`src/rtl/fsc_pkg.sv`:
```
package fsc_pkg;

    typedef enum logic [3:0] {
        FS_RUN        = 4'd0,
        FS_IDLE       = 4'd1,
        FS_SQUASH     = 4'd2,
        FS_BLOCKED    = 4'd3,
        FS_FILL_DONE  = 4'd4,
        FS_WAIT_RESP  = 4'd5,
        FS_WAIT_RETRY = 4'd6,
        FS_TRAP       = 4'd7,
        FS_QUIESCE    = 4'd8
    } fstate_e;

    localparam int FS_W = 4;

    // Status values in which the stage has useful work.
    function automatic logic is_live(input logic [FS_W-1:0] s);
        return (s == FS_RUN) || (s == FS_SQUASH) || (s == FS_FILL_DONE);
    endfunction

    // Status values protected from a downstream stall.
    function automatic logic is_cache_wait(input logic [FS_W-1:0] s);
        return (s == FS_WAIT_RESP) || (s == FS_WAIT_RETRY);
    endfunction

endpackage

```
`src/rtl/fsc_stall_track.sv`:
```
module fsc_stall_track #(
    parameter int NUM_STAGES = 4
) (
    input  logic                  clk,
    input  logic                  rst_n,
    input  logic                  en,
    input  logic [NUM_STAGES-1:0] blk,
    input  logic [NUM_STAGES-1:0] unblk,
    input  logic                  ctx_stall,
    output logic [NUM_STAGES-1:0] bits,
    output logic                  stalled
);

    logic [NUM_STAGES-1:0] bits_nxt;

    for (genvar k = 0; k < NUM_STAGES; k++) begin : g_stage
        always_comb begin
            if (unblk[k])
                bits_nxt[k] = 1'b0;
            else if (blk[k])
                bits_nxt[k] = 1'b1;
            else
                bits_nxt[k] = bits[k];
        end

        always_ff @(posedge clk) begin
            if (!rst_n)
                bits[k] <= 1'b0;
            else if (en)
                bits[k] <= bits_nxt[k];
        end
    end

    // The stall test sees this cycle's pulses.
    assign stalled = ctx_stall | (|bits_nxt);

endmodule

```
`src/rtl/fsc_thread_fsm.sv`:
```
module fsc_thread_fsm
    import fsc_pkg::*;
(
    input  logic            clk,
    input  logic            rst_n,
    input  logic            en,
    input  logic            stalled,
    input  logic            sq_commit,
    input  logic            sq_hold,
    input  logic            sq_decode,
    input  logic            req,
    input  logic            retry,
    input  logic            resp,
    output logic [FS_W-1:0] state_o,
    output logic            wrote
);

    fstate_e cur_q, nxt;
    logic    wr;

    // State register.
    always_ff @(posedge clk) begin
        if (!rst_n)
            cur_q <= FS_RUN;
        else if (en)
            cur_q <= nxt;
    end

    // Next-state rules in precedence order.
    always_comb begin
        nxt = cur_q;
        wr  = 1'b0;
        if (sq_commit) begin
            nxt = FS_SQUASH;
            wr  = 1'b1;
        end else if (sq_hold) begin
            nxt = FS_SQUASH;
            wr  = 1'b1;
        end else if (sq_decode && cur_q != FS_SQUASH) begin
            nxt = FS_SQUASH;
            wr  = 1'b1;
        end else if (stalled && !is_cache_wait(cur_q)) begin
            nxt = FS_BLOCKED;
            wr  = 1'b1;
        end else if (cur_q == FS_BLOCKED || cur_q == FS_SQUASH) begin
            nxt = FS_RUN;
            wr  = 1'b1;
        end else begin
            unique case (cur_q)
                FS_WAIT_RESP: begin
                    if (resp) begin
                        nxt = stalled ? FS_BLOCKED : FS_FILL_DONE;
                        wr  = 1'b1;
                    end
                end
                FS_FILL_DONE: begin
                    nxt = FS_RUN;
                    wr  = 1'b1;
                end
                FS_RUN: begin
                    if (retry) begin
                        nxt = FS_WAIT_RETRY;
                        wr  = 1'b1;
                    end else if (req) begin
                        nxt = FS_WAIT_RESP;
                        wr  = 1'b1;
                    end
                end
                FS_WAIT_RETRY: begin
                    if (req) begin
                        nxt = FS_WAIT_RESP;
                        wr  = 1'b1;
                    end
                end
                default: begin
                    nxt = cur_q;
                    wr  = 1'b0;
                end
            endcase
        end
    end

    // Outputs.
    always_comb begin
        state_o = cur_q;
        wrote   = en & wr;
    end

endmodule

```
`src/rtl/fsc_activity.sv`:
```
module fsc_activity
    import fsc_pkg::*;
#(
    parameter int NUM_THREADS = 2
) (
    input  logic                              clk,
    input  logic                              rst_n,
    input  logic [NUM_THREADS-1:0]            en,
    input  logic [NUM_THREADS-1:0][FS_W-1:0]  states,
    input  logic [NUM_THREADS-1:0]            wrote,
    output logic                              changed,
    output logic                              active
);

    logic [NUM_THREADS-1:0] live;

    for (genvar t = 0; t < NUM_THREADS; t++) begin : g_live
        assign live[t] = en[t] & is_live(states[t]);
    end

    assign active = |live;

    always_ff @(posedge clk) begin
        if (!rst_n)
            changed <= 1'b0;
        else
            changed <= |wrote;
    end

endmodule

```
`src/rtl/fetch_status_ctrl.sv`:
```
module fetch_status_ctrl
    import fsc_pkg::*;
#(
    parameter int NUM_THREADS = 2,
    parameter int NUM_STAGES  = 4
) (
    input  logic                                   clk,
    input  logic                                   rst_n,
    input  logic [NUM_THREADS-1:0]                 thread_en,
    input  logic [NUM_THREADS-1:0][NUM_STAGES-1:0] stage_block,
    input  logic [NUM_THREADS-1:0][NUM_STAGES-1:0] stage_unblock,
    input  logic                                   ctx_stall,
    input  logic [NUM_THREADS-1:0]                 commit_squash,
    input  logic [NUM_THREADS-1:0]                 commit_squash_hold,
    input  logic [NUM_THREADS-1:0]                 decode_squash,
    input  logic [NUM_THREADS-1:0]                 cache_req,
    input  logic [NUM_THREADS-1:0]                 cache_retry,
    input  logic [NUM_THREADS-1:0]                 cache_resp,
    output logic [NUM_THREADS-1:0][3:0]            thread_state,
    output logic                                   state_changed,
    output logic                                   stage_active
);

    logic [NUM_THREADS-1:0][NUM_STAGES-1:0] stall_bits;
    logic [NUM_THREADS-1:0]                 stalled;
    logic [NUM_THREADS-1:0]                 wrote;
    logic [NUM_THREADS-1:0][FS_W-1:0]       st;

    for (genvar t = 0; t < NUM_THREADS; t++) begin : g_thread
        fsc_stall_track #(.NUM_STAGES(NUM_STAGES)) u_stall (
            .clk       (clk),
            .rst_n     (rst_n),
            .en        (thread_en[t]),
            .blk       (stage_block[t]),
            .unblk     (stage_unblock[t]),
            .ctx_stall (ctx_stall),
            .bits      (stall_bits[t]),
            .stalled   (stalled[t])
        );

        fsc_thread_fsm u_fsm (
            .clk       (clk),
            .rst_n     (rst_n),
            .en        (thread_en[t]),
            .stalled   (stalled[t]),
            .sq_commit (commit_squash[t]),
            .sq_hold   (commit_squash_hold[t]),
            .sq_decode (decode_squash[t]),
            .req       (cache_req[t]),
            .retry     (cache_retry[t]),
            .resp      (cache_resp[t]),
            .state_o   (st[t]),
            .wrote     (wrote[t])
        );

        assign thread_state[t] = st[t];
    end

    fsc_activity #(.NUM_THREADS(NUM_THREADS)) u_act (
        .clk     (clk),
        .rst_n   (rst_n),
        .en      (thread_en),
        .states  (st),
        .wrote   (wrote),
        .changed (state_changed),
        .active  (stage_active)
    );

endmodule

```
`config.mk`:
```
export PLATFORM = sky130hd
export DESIGN_NAME = fetch_status_ctrl
export DESIGN_NICKNAME = d
export VERILOG_FILES = /design/src/rtl/fsc_pkg.sv /design/src/rtl/fsc_stall_track.sv /design/src/rtl/fsc_thread_fsm.sv /design/src/rtl/fsc_activity.sv /design/src/rtl/fetch_status_ctrl.sv
export SDC_FILE = /design/constraint.sdc
export NUM_CORES = 1
export LEC_CHECK = 0
export ABC_AREA = 1
export BUFFER_PORTS_ARGS = -buffer_cell sky130_fd_sc_hd__buf_2
export CORE_MARGIN = 10
export CORE_UTILIZATION = 51
export CTS_CLUSTER_SIZE = 40
export DETAILED_ROUTE_END_ITERATION = 7
export GPL_TIMING_DRIVEN = 0
export PLACE_DENSITY = 0.89
export SYNTH_ARGS = -nofsm -noshare
export SYNTH_HDL_FRONTEND = slang
export SYNTH_SLANG_ARGS = --single-unit
```
`constraint.sdc`:
```
create_clock -name clk -period 3.4 [get_ports clk]
set_input_delay 0.34 -clock clk [delete_from_list [all_inputs] [get_ports clk]]
set_output_delay 0.34 -clock clk [all_outputs]
set_load 0.03 [all_outputs]
```
======== Word level (Yosys, flattened, before mapping) ========
Cells that the tools add are included.
word-level totals
  bits in registers ....................... 17
  input port bits ......................... 33
  output and inout bits ................... 10
  logic and storage cells ................. 109
operators by class
  equality and inequality tests ........... 14
  mux-type cells .......................... 54
  bitwise gates (word level) .............. 6
  reductions and logical operators ........ 24
operators by type and width
  kind                  number
  $mux W4               16
  $mux W1               32
  $pmux W4 S4           2
  $eq A4 B3 Y1 const B  6
  $reduce_bool A9 Y1    2
  $eq A4 B2 Y1 const B  4
  $ne A7 B6 Y1 const B  2
  $logic_not A4 Y1      2
  $logic_or A1 B1 Y1    8
  $ne A4 B2 Y1 const B  2
  $pmux W1 S4           2
  $reduce_or A4 Y1      2
  $mux W3               2
  $reduce_and A3 Y1     2
  $and A1 B1 Y1         4
  $logic_and A1 B1 Y1   4
  $reduce_or A2 Y1      2
  $logic_not A1 Y1      2
  $or A1 B1 Y1          2

======== Depth between registers and ports, before layout ========
Gate-level depths: netlist of the first run.
  word-level depth ........................ 12
  depth in mapped cells ................... 12

======== Cells and area by module ========
Synthesis of the first run repeated with hierarchy kept, for this count alone.
unflattened totals
  cells, all modules ...................... 212
  area, all modules ....................... 1260.0 µm²
by module, submodules not included
  module                               instances  cells each  area an instance (µm²)  sequential area each (µm²)
  fsc_thread_fsm at g_thread[0].u_fsm  1          77          427.9                   80.1
  fsc_thread_fsm at g_thread[1].u_fsm  1          74          407.9                   80.1
  fsc_stall_track                      2          26          183.9                   80.1
  fsc_activity                         1          9           56.3                    20.0

======== Least setup slack after synthesis of the first run ========
OpenSTA, ideal clock, no wires.
  path type ............................... reg2reg
  from .................................... register g_thread[1].u_fsm.cur_q[1]
  to ...................................... register g_thread[1].u_fsm.cur_q[0]
  arrival time ............................ 1.354 ns
  slack ................................... 1.932 ns
  cell stages (with the launch flop) ...... 10
  buffers on the path ..................... 0
  cell sequence ........................... dfxtp_1 -> nand3_2 -> o21ai_2 -> nand2_2 -> nor2_8 -> nand2_2 -> nand2_4 -> nand2_1 -> nand2_1 -> nor2_1
on the way
  longest elaborated chain between the ends .. 8
  elaborated cells on any way between the ends .. 21
  classes of those cells .................. eq/ne: 7; mux: 6; reduce/logical: 8
RTL lines
  element                                                               RTL line              text
  start: declaration                                                    fsc_thread_fsm.sv:18  fstate_e cur_q, nxt;
  start signal: assignment                                              fsc_thread_fsm.sv:26  cur_q <= nxt;
  parallel branches: the longest is 8 deep, another holds $eq A4 B3 Y1  --
Parallel ways; which one is timed is not known.
A chain may end at the register's enable or synchronous reset.

======== Worst setup path after layout of the first run ========
  from .................................... register g_thread[1].u_fsm.cur_q[2]
  to ...................................... output port stage_active
on the way
  longest elaborated chain between the ends .. 5
  elaborated cells on any way between the ends .. 7
  classes of those cells .................. eq/ne: 2; bitwise: 1; reduce/logical: 4
RTL lines
  element                                           RTL line                 text
  $eq A4 B2 Y1 or $logic_not A4 Y1 (tied branches)  fsc_pkg.sv:19            return (s == FS_RUN) || (s == FS_SQUASH) || (s == FS_FILL_DONE);
  $logic_or A1 B1 Y1                                fsc_pkg.sv:19
  $logic_or A1 B1 Y1 (*)                            fsc_pkg.sv:19
  $and A1 B1 Y1 (*)                                 fsc_activity.sv:18       assign live[t] = en[t] & is_live(states[t]);
  $reduce_or A2 Y1 (*)                              fsc_activity.sv:21       assign active = |live;
  end: declaration                                  fetch_status_ctrl.sv:21  output logic stage_active
Every way passes the cells marked *; elsewhere a longest branch is shown, timed or not.

==> metrics.yaml, run 1 <==
yosys:
  ys.flop_type: "dfxtp_1"
  synth_area_leader_cell: "dfxtp_1"
  post_synth_num_cell_types: 21
  yosys_warnings: 0
  synth.top_cells.by_count: "50 x nand2_1, 40 x nor2_1, 26 x inv_1"
  synth_edf_count: 0
  synth_nets: 246
  synth_area_leaders: "dfxtp_1 28%, nand2_1 15%, nor2_1 12%"
  synth-seq-area-share: 0.277
  syn_inst: 213
  ys_ff_latch: 17
  synth_area_sq_um: 1230
  syn_area_per_cell_sq_um: 5.77
  synth_most_common_cell: "nand2_1"
  synth_top_cell_area_share: 0.277
  synthArstFlopShare: 0
detailed_routing:
  num_vias: 1415
  wl_microns: 3130
  drtIter0Drc: 106
  dr.pass1.iters: 4
  routedWlPerCell_microns: 10.9
  ant_nets: 0
  viasPerCell: 4.93
  drcViolationCount: 0
grt:
  grt_pass1_wl_microns: 5550
  grt.total_usage: 0.129
  antenna_found_initial: 0
  grt_pass1_vias: 1356
  grt_max_degree: 11
  gr-total-overflow: 0
die:
  io_pins: 43
  die_x_microns: 69.1
  num_rows: 17
  dieHeight_microns: 69.1
  initial_utilization: 0.546
  design.die.area_sq_um: 4780
  core_sq_um: 2250
critical_path:
  crit_fanout: 8
  start_kind: "register"
  cp_slowest_cell: "dfxtp_1"
  crit_path_max_incr_delay_ns: 0.51
  worstSetupPathType: "register to output port"
  path_cells: "inv_2 > o211ai_1 > nand2_1 > buf_2"
  crit_required_ns: 3.06
  end_kind: "output port"
  arrival_ns: 1.35
cells_and_area:
  fin_nets: 293
  drive_gt1_frac: 0.270
  final_cells: 287
  synthToLayoutAreaGrowth_pct: 22.2
  fin_util: 0.666
  final_area_sq_um: 1500
  nFillCells: 233
  antenna_cells: 0
timing:
  finalSetupViolations: 0
  drv_slew: 0
  finalCritPeriodShare: 0.497
  fmax_mhz: 591
  finalClockSkew_ns: 0.00579
  finalSetupTns_ns: 0
  min_period_ns: 1.69
  hold_viol: 0
  slew_headroom: 0.758
  hold_slack_ns: 0.296
  tightest_slew_ns: 0.363
  rsz0062_at_grt: "false"
cts:
  cts_inserted_buffers: 3
  clk_path_buf_depth: 2
  cts-root-buf: "clkbuf_4"
  cts.hold.buffers_added: 0
  clock_latency_ns: 0.28
  cts.sinks: 17
  postCtsSetupBuffers: 0
  cts_resized: 0
  clkTransAtPathRegs_ns: 0.10
  cts_tree: "built"
  htreeDepth: 1
placed_design:
  io_buffers: 42
  hpwl_microns: 2670
  dpl.cell_count: 283
  dpl_cell_area_sq_um: 1480
  gp_congestion: 0.956
power:
  p_leak_nw: 0.827
  p_int_w: 0.000310
  netSwitchingFraction: 0.349
  peakVddDrop_uv: 217
  comb_power_share: 0.311
  power_frac_clock: 0.222
  power_frac_seq: 0.467
  p_sw_w: 0.000166
  powerDensity_nw_per_um2: 316
flow_run:
  max_cap_viol_count: 0
run_status:
  status: "complete, no violations"
min_path:
  min_path_type: "primary input to register"
==> registers in the layout, indices dropped and copies added, names as in the netlist <==
register	count
g_thread.u_stall.bits	8
g_thread.u_fsm.state_o	8
u_act.changed	1
==> worst paths after layout <==
kind / start / to / cells past startpoint / slack (ns)
hold reg to reg: g_thread[0].u_fsm.state_o[3]$_SDFFE_PN0P_ / g_thread[0].u_fsm.state_o[3]$_SDFFE_PN0P_ / 2 / 0.49
hold / removal: stage_unblock[4] / g_thread[1].u_stall.bits[0]$_SDFFE_PN0P_ / 4 / 0.30
setup reg to reg: g_thread[1].u_fsm.state_o[1]$_SDFFE_PN0P_ / g_thread[1].u_fsm.state_o[0]$_SDFFE_PN0P_ / 11 / 1.94
setup / recovery: g_thread[1].u_fsm.state_o[2]$_SDFFE_PN0P_ / stage_active / 4 / 1.71
==> per-layer routing <==
layer	vias up	global-route usage	part of all wire
li1	768	-	-
met4	0	0.0355	0.0077
met5	-	0	0
met1	613	0.149	0.45
met2	30	0.224	0.49
met3	4	0.0342	0.052
==> logic make-up after synthesis <==
group                  share of synthesized area
flip-flops                                 0.277
AO/OA/AOI/OAI                              0.151
AND/OR/NAND/NOR                            0.460
buffers and inverters                      0.113
==> power groups by stage <==
stage / Sequential (W) / Clock (W) / Combinational (W)
2_1_floorplan: 0.000235 / 0 / 0.0000934
3_3_place_gp: 0.000226 / 0 / 0.000145
3_5_place_dp: 0.000226 / 0 / 0.000148
4_1_cts: 0.000222 / 0.000111 / 0.000149
5_1_grt: 0.000224 / 0.000118 / 0.000170
6_report: 0.000222 / 0.000106 / 0.000148
==> cells in the final DEF (no fill, tap or decap), types with 2 or more instances in the layout <==
| cell | n |
|---|---|
| a21oi_1 | 14 |
| buf_2 | 42 |
| clkbuf_1 | 2 |
| clkbuf_4 | 3 |
| dfxtp_1 | 17 |
| inv_1 | 26 |
| inv_2 | 6 |
| nand2_1 | 50 |
| nand2_2 | 5 |
| nand3_1 | 19 |
| nand3_2 | 2 |
| nand4_1 | 2 |
| nor2_1 | 40 |
| nor2_2 | 6 |
| o211ai_1 | 2 |
| o21ai_0 | 10 |
| o21ai_1 | 5 |
| o21ai_2 | 2 |
==> through the flow <==
| step | worst slack [ns] | power [W] |
|---|---|---|
| finish | 1.71 | 0.000475 |
| global placement | 1.87 | 0.000370 |
| global route | 1.56 | 0.000511 |
| CTS | 1.70 | 0.000481 |
| floorplan | 1.93 | 0.000328 |
| detailed placement | 1.84 | 0.000374 |
==> layout make-up <==
class / count / area (sq um) / area share
multi-input combinational: 160 / 751 / 0.500
sequential: 17 / 340 / 0.226
timing repair buffer: 42 / 210 / 0.140
inverter: 33 / 124 / 0.0824
tap: 28 / 35.0 / 0.0233
clock buffer: 3 / 22.5 / 0.0150
buffer: 3 / 15.0 / 0.00999
clock inverter: 1 / 5.00 / 0.00333
==> worst max-delay path: cells and delay by family (launching register included) <==
kind | cells | cell delay [ns]
DFF | 1 | 0.51
buffers and inverters | 2 | 0.28
AOI/OAI and AO/OA | 1 | 0.20
and+or+nand+nor | 1 | 0.08
Power figures use the tool's default switching activity.
==> run 2: changes to the inputs <==
--- a/config.mk
+++ b/config.mk
@@ -5,14 +5,14 @@
 export SDC_FILE = /design/constraint.sdc
 export NUM_CORES = 1
 export LEC_CHECK = 0
-export ABC_AREA = 1
+export ABC_AREA = 0
 export BUFFER_PORTS_ARGS = -buffer_cell sky130_fd_sc_hd__buf_2
 export CORE_MARGIN = 10
-export CORE_UTILIZATION = 51
+export CORE_UTILIZATION = 50
 export CTS_CLUSTER_SIZE = 40
 export DETAILED_ROUTE_END_ITERATION = 7
 export GPL_TIMING_DRIVEN = 0
-export PLACE_DENSITY = 0.89
+export PLACE_DENSITY = 0.87
 export SYNTH_ARGS = -nofsm -noshare
 export SYNTH_HDL_FRONTEND = slang
 export SYNTH_SLANG_ARGS = --single-unit
==> constraint.sdc (replaced) <==
create_clock -name clk -period 1.65 [get_ports clk]
set_input_delay 0.165 -clock clk [delete_from_list [all_inputs] [get_ports clk]]
set_output_delay 0.165 -clock clk [all_outputs]
set_load 0.03 [all_outputs]
==> run 2 against run 1 <==
Non-clock buffer count is 7 higher; register-to-register slack worse by 1.9 ns; total power is 100% higher; sequential power is 100% higher; core utilization is 1.7 points lower; synthesized cell count is 19% lower; clock skew hardly changed; die area is 6.3% higher; count of clock-buffer cells in the layout is 1 higher; global-route usage is 0.85 points higher; sequential share of layout area is 1.5 points lower; wire length is 18% higher.
==> metrics.yaml, run 2 <==
run_status:
  status: "complete, no violations"
critical_path:
  crit_required_ns: 1.85  # -1.21 ns
  critPathMostFrequentCell: "nand2_1"
  cp_slowest_cell: "dfxtp_2"
  path_cells: "buf_2 > nand2_1 > a211o_1 > o21ai_2 > nand2_1 > a311oi_1"
  cp_top_family: "compound AO/OA/AOI/OAI gates"
  crit_path_max_incr_delay_ns: 0.33  # -0.18 ns
  crit_path_start: "g_thread[1].u_fsm.state_o[0]$_SDFFE_PN0P_"
  end_kind: "register"
  rr_startpoint: "g_thread[1].u_fsm.state_o[0]$_SDFFE_PN0P_"
  worstSetupPathType: "register to register"
  crit_fanout: 8  # unchanged
  start_kind: "register"
  cp.buffers_inverters: 1  # -1
  arrival_ns: 1.76  # +0.41 ns
yosys:
  synthAdderAreaFrac: 0  # unchanged
  synth_top_family_by_area: "compound AO/OA/AOI/OAI gates"
  synth_top_cell_area_share: 0.259  # -0.0177
  synthArstFlopShare: 0  # unchanged
  syn_area_per_cell_sq_um: 7.59  # +32%
  synth_compound_area_frac: 0.390  # +0.239
  ys.flop_type: "dfxtp_1"
  muxShareOfSynthArea: 0  # unchanged
  synth_nets: 206  # -16%
  post_synth_num_cell_types: 50  # +140%
  yosys_warnings: 0  # unchanged
  synth_area_leader_cell: "dfxtp_1"
  synth.top_cells.by_count: "18 x nand2_1, 17 x dfxtp_1, 13 x a21oi_1, 13 x nor2_1, 12 x a211oi_1"
  syn_inst: 173  # -19%
  ys_ff_latch: 17  # unchanged
  synth-simple-area-share: 0.274  # -0.186
  synth_area_leaders: "dfxtp_1 26%, a211oi_1 6.9%, nand2_1 5.1%"
  synth_edf_count: 0  # unchanged
  synthXorXnorAreaFrac: 0.00667  # +0.00667
  synth_most_common_cell: "nand2_1"
  synth_area_sq_um: 1310  # +6.8%
  synth-seq-area-share: 0.259  # -0.0177
die:
  die_x_microns: 71.3  # +3.1%
  dieHeight_microns: 71.3  # +3.1%
  num_rows: 18  # +1
  io_pins: 43  # unchanged
  core_sq_um: 2500  # +11%
  design.die.area_sq_um: 5080  # +6.3%
  initial_utilization: 0.526  # -0.0200
grt:
  antenna_found_initial: 0  # unchanged
  grt_use_met2: 0.211  # -0.0130
  grt_max_degree: 11  # unchanged
  met1_usage: 0.182  # +0.0328
  grtUsageMet3: 0.0413  # +0.00709
  grt_pass1_wl_microns: 6110  # +9.9%
  grt_pass1_vias: 1432  # +5.6%
  grt.busiest_layer: "met2"
  gr-total-overflow: 0  # unchanged
  grt.total_usage: 0.137  # +0.00855
cells_and_area:
  drive_gt1_frac: 0.335  # +0.0646
  synthToLayoutAreaGrowth_pct: 23.5
  fin_nets: 252  # -14%
  layout_common_cells: "44 x buf_2, 18 x nand2_1, 15 x dfxtp_1"
  regArea_sq_um: 343  # +0.74%
  final_cells: 248  # -14%
  final_common_cell: "buf_2"
  multi_input_area_sq_um: 916  # +22%
  nFillCells: 215  # -7.7%
  antenna_cells: 0  # unchanged
flow_run:
  max_cap_viol_count: 0  # unchanged
cts:
  cts-root-buf: "clkbuf_4"
  cts.hold.buffers_added: 0  # unchanged
  clock_latency_ns: 0.29  # about the same
  htreeDepth: 1  # unchanged
  cts_inserted_buffers: 3  # unchanged
  cts.sinks: 17  # unchanged
  clkTransAtPathRegs_ns: 0.11  # about the same
  clk_path_buf_depth: 2  # unchanged
  cts_tree: "built"
min_path:
  min_path_type: "primary input to register"
  hold_start: "stage_unblock[6]"
timing:
  tightest_slew_ns: 0.515  # +0.153 ns
  finalSetupViolations: 0  # unchanged
  hold_viol: 0  # unchanged
  fmax_mhz: 639
  finalCritPeriodShare: 0.949
  min_period_ns: 1.57
  finalClockSkew_ns: 0.00582  # +0.0000245 ns
  slew_headroom: 0.654  # -0.105
  setup_ws_ns: 0.0847  # -1.62 ns
  drv_slew: 0  # unchanged
placed_design:
  dpl.cell_count: 244  # -14%
  dpl_worst_slack_ns: 0.0825  # -1.76 ns
  hpwl_microns: 2890  # +8.1%
  gp_congestion: 0.929  # -2.8%
  io_buffers: 41  # -2.4%
detailed_routing:
  routedWlPerCell_microns: 14.9  # +37%
  dr.pass1.iters: 5  # +1
  num_vias: 1497  # +5.8%
  viasPerCell: 6.04  # +22%
  drtIter0Drc: 180  # +70%
  wl_microns: 3710  # +18%
  ant_nets: 0  # unchanged
  drcViolationCount: 0  # unchanged
power:
  p_leak_nw: 0.678  # -18%
  peakVddDrop_uv: 529  # +140%
  powerDensity_nw_per_um2: 593  # +88%
-- run 2: changes by cell type in the layout (fill, tap and decap cells not counted), moves of 3 or more --
| cell | delta |
|---|---|
| nand3_1 | -16 |
| nand2_2 | -5 |
| nor2_1 | -29 |
| a211oi_1 | +11 |
| o21bai_1 | +5 |
| inv_2 | -6 |
| nor3_2 | +3 |
| nand2b_1 | +5 |
| nor3_1 | +6 |
| o21ai_1 | -4 |
| nand2_1 | -32 |
| inv_1 | -19 |
| a2bb2oi_1 | +4 |
-- run 2: stage by stage --
stage	TNS (ns)	area (sq um)	utilization	hold WS (ns)	total power (W)
after floorplan	0	1320	-	0.265	0.000634
after global placement	0	1560	0.623	0.363	0.000728
after detailed placement	0	1560	0.623	0.368	0.000730
after CTS	0	1580	0.634	0.0510	0.000956
after global routing	-0.00783	1620	0.649	0.0544	0.00101
final	0	1620	0.649	0.0540	0.000963
-- run 2: cell families after synthesis --
family          after synthesis
xor+xnor                      1
buf+inv                      18
simple gates                 68
compound gates               69
flops                        17
-- run 2: where the power goes --
part | switching [W] | leakage, nW | internal (W)
clock network | 0.000135 | 0.0150 | 0.0000939
registers | 0.0000145 | 0.140 | 0.000430
logic | 0.000167 | 0.523 | 0.000123
-- run 2: path summary, 6_finish.rpt --
check        depth (start not counted)                                   endpoint  slack, ns
min                                  2   g_thread[1].u_stall.bits[2]$_SDFFE_PN0P_       0.05
max                                  6  g_thread[1].u_fsm.state_o[1]$_SDFFE_PN0P_       0.08
max reg2reg                          6  g_thread[1].u_fsm.state_o[1]$_SDFFE_PN0P_       0.08
min reg2reg                          2   g_thread[0].u_stall.bits[0]$_SDFFE_PN0P_       0.53
-- run 2: repair_timing --
action / 4_1_cts / 5_1_grt
resized for setup: 0 / 10
endpoints found under the setup margin: 0 / 4
buffers inserted: 0 / 0
-- run 2: cell type report --
class,count,area share
Tap cell,30,0.0231
Clock buffer,4,0.0162
Timing Repair Buffer,41,0.126
Buffer,11,0.0424
Multi-Input combinational cell,138,0.564
Inverter,7,0.0162
Sequential cell,17,0.211
-- run 2: per-layer routing --
| layer | routed length [microns] | vias to the layer above |
|---|---|---|
| li1 | - | 743 |
| met1 | 1750 | 693 |
| met2 | 1640 | 59 |
| met3 | 306 | 2 |
| met4 | 12 | 0 |
| met5 | 0 | - |
